<file path="src/rtl/zmm_pkg.sv">
package zmm_pkg;

  // Operand classification carried from the multiply stage to the fold stage.
  typedef enum logic [1:0] {
    OPK_PLAIN    = 2'd0,  // neither operand is the zero encoding
    OPK_ONE_ZERO = 2'd1,  // exactly one operand encodes 2^W
    OPK_TWO_ZERO = 2'd2   // both operands encode 2^W
  } opkind_e;

endpackage

</file>
<file path="src/rtl/zmm_capture.sv">
module zmm_capture #(
  parameter int W = 16
) (
  input  logic         clk,
  input  logic         rst,
  input  logic         v_in,
  input  logic [W-1:0] a_in,
  input  logic [W-1:0] b_in,
  output logic         v_q,
  output logic [W-1:0] a_q,
  output logic [W-1:0] b_q
);

  // Only the strobe is reset; operand registers are plain data flops.
  always_ff @(posedge clk) begin
    if (rst) v_q <= 1'b0;
    else     v_q <= v_in;
  end

  always_ff @(posedge clk) begin
    a_q <= a_in;
    b_q <= b_in;
  end

endmodule

</file>
<file path="src/rtl/zmm_product.sv">
module zmm_product
  import zmm_pkg::*;
#(
  parameter int W = 16
) (
  input  logic           clk,
  input  logic           rst,
  input  logic           v_in,
  input  logic [W-1:0]   a_in,
  input  logic [W-1:0]   b_in,
  output logic           v_q,
  output logic [2*W-1:0] prod_q,
  output opkind_e        kind_q,
  output logic [W-1:0]   other_q
);

  localparam int PW = 2 * W;

  logic           a_zero, b_zero;
  logic [PW-1:0]  prod_d;
  opkind_e        kind_d;

  assign a_zero = (a_in == '0);
  assign b_zero = (b_in == '0);

  // Plain unsigned multiply; the register behind it lets a hard multiplier absorb it.
  assign prod_d = PW'(a_in) * PW'(b_in);

  always_comb begin
    if (a_zero && b_zero)      kind_d = OPK_TWO_ZERO;
    else if (a_zero || b_zero) kind_d = OPK_ONE_ZERO;
    else                       kind_d = OPK_PLAIN;
  end

  always_ff @(posedge clk) begin
    if (rst) v_q <= 1'b0;
    else     v_q <= v_in;
  end

  always_ff @(posedge clk) begin
    prod_q  <= prod_d;
    kind_q  <= kind_d;
    other_q <= a_in | b_in;   // the nonzero operand when exactly one is zero
  end

  // Every accepted strobe advances one stage per clock, no holding.
  AST_NO_STALL: assert property (@(posedge clk) disable iff (rst)
    !$past(rst) |-> (v_q == $past(v_in))) else $error("strobe did not advance");

endmodule

</file>
<file path="src/rtl/zmm_fold.sv">
module zmm_fold
  import zmm_pkg::*;
#(
  parameter int W = 16
) (
  input  logic           clk,
  input  logic           rst,
  input  logic           v_in,
  input  logic [2*W-1:0] prod_in,
  input  opkind_e        kind_in,
  input  logic [W-1:0]   other_in,
  output logic           v_q,
  output logic [W-1:0]   res_q
);

  localparam logic [W-1:0] ONE = {{(W-1){1'b0}}, 1'b1};

  logic [W-1:0] lo, hi, diff, folded, res_d;
  logic         borrow;

  assign lo     = prod_in[W-1:0];
  assign hi     = prod_in[2*W-1:W];
  assign borrow = (lo < hi);
  assign diff   = lo - hi;
  // Adding 2^W+1 after a borrow is just +1 once truncated to W bits.
  assign folded = borrow ? (diff + ONE) : diff;

  always_comb begin
    unique case (kind_in)
      OPK_TWO_ZERO: res_d = ONE;              // 2^W * 2^W = 1
      OPK_ONE_ZERO: res_d = ONE - other_in;   // -x, with 2^W wrapping to zero
      default:      res_d = folded;
    endcase
  end

  always_ff @(posedge clk) begin
    if (rst) v_q <= 1'b0;
    else     v_q <= v_in;
  end

  always_ff @(posedge clk) begin
    res_q <= res_d;
  end

  AST_TWO_ZERO_ONE: assert property (@(posedge clk) disable iff (rst)
    (v_in && kind_in == OPK_TWO_ZERO) |=> (res_q == ONE)) else $error("0*0 not 1");

endmodule

</file>
<file path="src/rtl/zmod_mult_pipe.sv">
module zmod_mult_pipe
  import zmm_pkg::*;
#(
  parameter int W = 16
) (
  input  logic         clk,
  input  logic         rst,
  input  logic         in_valid,
  input  logic [W-1:0] in_a,
  input  logic [W-1:0] in_b,
  output logic         out_valid,
  output logic [W-1:0] out_prod
);

  localparam int PW = 2 * W;
  localparam logic [W-1:0] ONE = {{(W-1){1'b0}}, 1'b1};

  logic           s1_v;
  logic [W-1:0]   s1_a, s1_b;
  logic           s2_v;
  logic [PW-1:0]  s2_prod;
  opkind_e        s2_kind;
  logic [W-1:0]   s2_other;

  zmm_capture #(.W(W)) u_capture (
    .clk  (clk),
    .rst  (rst),
    .v_in (in_valid),
    .a_in (in_a),
    .b_in (in_b),
    .v_q  (s1_v),
    .a_q  (s1_a),
    .b_q  (s1_b)
  );

  zmm_product #(.W(W)) u_product (
    .clk     (clk),
    .rst     (rst),
    .v_in    (s1_v),
    .a_in    (s1_a),
    .b_in    (s1_b),
    .v_q     (s2_v),
    .prod_q  (s2_prod),
    .kind_q  (s2_kind),
    .other_q (s2_other)
  );

  zmm_fold #(.W(W)) u_fold (
    .clk      (clk),
    .rst      (rst),
    .v_in     (s2_v),
    .prod_in  (s2_prod),
    .kind_in  (s2_kind),
    .other_in (s2_other),
    .v_q      (out_valid),
    .res_q    (out_prod)
  );

  // Edges since reset, saturating at 3: gates the history-based checks.
  logic [1:0] since_rst;
  logic       rst_seen;

  always_ff @(posedge clk) begin
    if (rst)                 since_rst <= 2'd0;
    else if (since_rst != 3) since_rst <= since_rst + 2'd1;
    rst_seen <= rst;
  end

  AST_FIXED_LATENCY: assert property (@(posedge clk) disable iff (rst)
    (since_rst == 2'd3) |-> (out_valid == $past(in_valid, 3))) else $error("latency");

  AST_ONE_ZERO_NEG: assert property (@(posedge clk) disable iff (rst)
    (since_rst == 2'd3 && out_valid &&
     (($past(in_a, 3) == '0) != ($past(in_b, 3) == '0)))
    |-> (out_prod == ONE - ($past(in_a, 3) | $past(in_b, 3)))) else $error("one zero");

  always_ff @(posedge clk) begin
    if (rst_seen) begin
      AST_RESET_CLEARS: assert (!out_valid) else $error("valid after reset");
    end
  end

endmodule

</file>
<file path="config.mk">
export PLATFORM = sky130hd
export DESIGN_NAME = zmod_mult_pipe
export DESIGN_NICKNAME = d
export VERILOG_FILES = /design/src/rtl/zmm_pkg.sv /design/src/rtl/zmm_capture.sv /design/src/rtl/zmm_product.sv /design/src/rtl/zmm_fold.sv /design/src/rtl/zmod_mult_pipe.sv
export SDC_FILE = /design/constraint.sdc
export NUM_CORES = 1
export LEC_CHECK = 0
export CAP_MARGIN = 25
export CORE_UTILIZATION = 45
export DETAILED_ROUTE_END_ITERATION = 12
export REMOVE_ABC_BUFFERS = 1
export SLEW_MARGIN = 25
export SYNTH_ARGS = -nofsm -noshare
export SYNTH_HDL_FRONTEND = slang
export SYNTH_SLANG_ARGS = --single-unit
</file>
<file path="constraint.sdc">
create_clock -name clk -period 7.12 [get_ports clk]
set_input_delay 2.136 -clock clk [delete_from_list [all_inputs] [get_ports clk]]
set_output_delay 2.136 -clock clk [all_outputs]
set_load 0.02 [all_outputs]
</file>
==> results of run 1 <==
==> critical path: cells and delay by family (launching register included) <==
family                   cells  cell delay [ns]
AO/OA/AOI/OAI                5             1.56
adder cells (fa/ha/maj)      7             3.39
AND/OR/NAND/NOR              3             0.52
flip-flops                   1             0.85
buffers and inverters        5             0.27
==> sequential cells by signal (all words and copies together), names as in the netlist <==
signal	cells
u_product.v_q	1
u_capture.a_q	16
u_product.prod_q	32
u_fold.res_q	16
u_product.other_q	16
u_capture.b_q	16
u_capture.v_q	1
u_fold.v_q	1
u_product.kind_q	2
==> kinds of logic after synthesis <==
kind of cell             after synthesis  share of synthesized area, %
AND/OR/NAND/NOR                      430                         17.85
flip-flops                           101                         16.06
adder cells (fa/ha/maj)              319                         43.32
multiplexers                           2                        0.1888
buffers and inverters                322                         9.757
AO/OA/AOI/OAI                        158                         8.803
XOR/XNOR                              57                         4.024
==> metrics by stage <==
stage	worst slack [ns]	hold WS, ns	instance area, sq um
3_3_place_gp	0.5307	0.4213	13450
4_1_cts	0.3782	0.4562	13750
3_5_place_dp	0.3974	0.4348	13450
6_report	0.4150	0.4463	13760
5_1_grt	0.0003548	0.4602	13760
2_1_floorplan	1.365	0.4138	12390
==> cell type report <==
type,count,share of cell area (%)
clock buffers,10,1.736
clock inverters,6,0.4636
inverters,272,7.418
multi-input cells,966,67.93
flip-flops and latches,101,14.71
well taps,372,3.382
repair buffers,63,4.364
==> per-layer routing <==
layer | share of wire, % | wire [microns]
met4 | 1.6 | 503
met1 | 44 | 13440
met5 | 0 | 0
met2 | 49 | 15080
met3 | 5.3 | 1632
==> cell usage in the layout, fill, tap and decap left out, drive strengths merged, types with 21 or more instances in the layout <==
cell type,count
xor2,21
nor2,29
o21ai,45
and2,121
fa,195
inv,276
nand2,162
clkdlybuf4s50,51
dfxtp,101
a21oi,34
ha,124
xnor2,36
==> final timing paths <==
check,start,to,slack (ns),depth (start not counted)
setup reg to reg,u_capture.a_q[7]$_DFF_P_,u_product.prod_q[29]$_DFF_P_,0.41,20
setup / recovery,u_capture.a_q[7]$_DFF_P_,u_product.prod_q[29]$_DFF_P_,0.41,20
hold reg to reg,u_product.v_q$_SDFF_PP0_,u_fold.v_q$_SDFF_PP0_,0.45,1
hold / removal,u_product.v_q$_SDFF_PP0_,u_fold.v_q$_SDFF_PP0_,0.45,1
==> summary.md, run 1 <==
| Metric | Value |
|---|---|
| Routability cong. | `0.8417` |
| Cell taking the most area after synthesis | `fa_1` |
| CP required | `7.37 ns` |
| Post-Synthesis Cells | `1389` |
| Total global-route track usage | `22.80%` |
| Area grow syn2layout | `9.290%` |
| Final Instance Count excl. Fillers | `1790` |
| Dpl cells | `1774` |
| Total vias in the final route | `9382` |
| Number of routed nets with antenna violations | `0` |
| Setup violations, final | `0` |
| Vias in the first global route | `9832` |
| GRT Max-Usage Layer | `met2` |
| GR Util met3 | `3.358%` |
| CTS clk-pin slew, worst paths | `0.08 ns` |
| Hold Crit Class | `flip-flop to flip-flop` |
| Gr ovfl total | `0` |
| Initial Util | `46.34%` |
| Worst Tran Pin Value | `1.026 ns` |
| Post-synth EDFFs | `0` |
| Hold-fix buffer count after cts | `0` |
| Syn Std Cell Area | `12590 sq um` |
| Fin crit period | `6.705 ns` |
| Final period util | `94.17%` |
| Setup TNS | `0 ns` |
| Crit path DAT | `6.96 ns` |
| Rel. slew slack | `31.48%` |
| DR vias/cell | `5.241` |
| DRT iter0 DRCs | `524` |
| H-tree depth | `3` |
| Die Y | `169.3 microns` |
| Global-route wire length before repair | `50770 microns` |
| Filler instances | `2637` |
| Synthesis Warnings | `0` |
| # DRC | `0` |
| Post-CTS setup buffers | `0` |
| Most used DFF post-synth | `dfxtp_1` |
| Startpoint class of the critical path | `flip-flop` |
| Share of cells above drive strength 1 | `4.937%` |
| Rows | `60` |
| Status | `complete, no violations` |
| CTS root buffer | `clkbuf_16` |
| Worst-path cell chain | `nand2_1, fa_1, inv_1, fa_1, inv_1, fa_1, inv_1, fa_1, fa_1, inv_1, fa_1, inv_1, ha_1, and3_1, a22oi_1, o211ai_1, o221ai_1, a311oi_1, nor4_1, a311o_1` |
| Initial antenna violation count | `0` |
| CTS sink cnt | `101` |
| Die Footprint | `28660 sq um` |
| CORE AREA | `27180 sq um` |
| Fin. Hold Viols | `0` |
| Average cell area after synthesis | `9.066 sq um` |
| Register area | `2024 sq um` |
| Largest cells by area after synthesis | `fa_1 (31%), dfxtp_1 (16%), ha_1 (12%)` |
| Max Transition Viols Final | `0` |
| PortBufs | `51` |
| Slowest CP cell | `dfxtp_1` |
| Maximum buffer depth of the clock tree | `2` |
| Max stage delay on crit path | `0.85 ns` |
| Clk_skew | `0.01437 ns` |
| CP most frequent cell | `fa_1` |
| Most frequent cell after synthesis | `inv_1` |
| Max Freq | `149.1 MHz` |
| Met2 Use GR | `39.08%` |
| Post-synthesis sequential area ratio | `16.06%` |
| Distinct cell type count after synthesis | `73` |
| # IOs | `52` |
| Max cap viols | `0` |
| Total routed wirelength | `30660 microns` |
| Critical path capture point type | `flip-flop` |
| Area of the multi-input gates | `9349 sq um` |
| Finished Core Util | `50.64%` |
| Cts bufs inserted | `9` |
| # diodes | `0` |
| Met1 Use GR | `30.05%` |
| Routed len/inst | `17.13 microns` |
| Drt pass-1 iters | `5` |
| CP Class | `flip-flop to flip-flop` |
| Largest net degree at the start of global routing | `20` |
| Final Net Count | `1767` |
| TritonCTS clock tree | `built` |
| Post-cts resize count | `0` |
| Die W | `169.3 microns` |
| Hpwl dp | `24420 microns` |
| Clk Latency, worst-skew pair | `0.36 ns` |
| Synth top cells by count | `inv_1 (271), fa_1 (195), nand2_1 (162)` |
| Ys async rst share | `0%` |
| Post-synth top area share | `31.00%` |
| Crit Path Max Fanout | `18` |
| RSZ-0062 raised after global routing | `false` |
| Yosys reg bits | `101` |
Power of run 1 is not shown: default switching activity piles up to over one toggle a cycle in this logic, so the estimate is an artifact.
==> run 2, diff against run 1 <==
--- a/config.mk
+++ b/config.mk
@@ -7,6 +7,7 @@
 export LEC_CHECK = 0
 export CAP_MARGIN = 25
 export CORE_UTILIZATION = 45
+export CTS_CLUSTER_DIAMETER = 80
 export DETAILED_ROUTE_END_ITERATION = 12
 export REMOVE_ABC_BUFFERS = 1
 export SLEW_MARGIN = 25
==> results of run 2 <==
Same layout as run 1: the final DEF is identical, and so are final timing and power.
Power of run 2 is left out for the same reason.
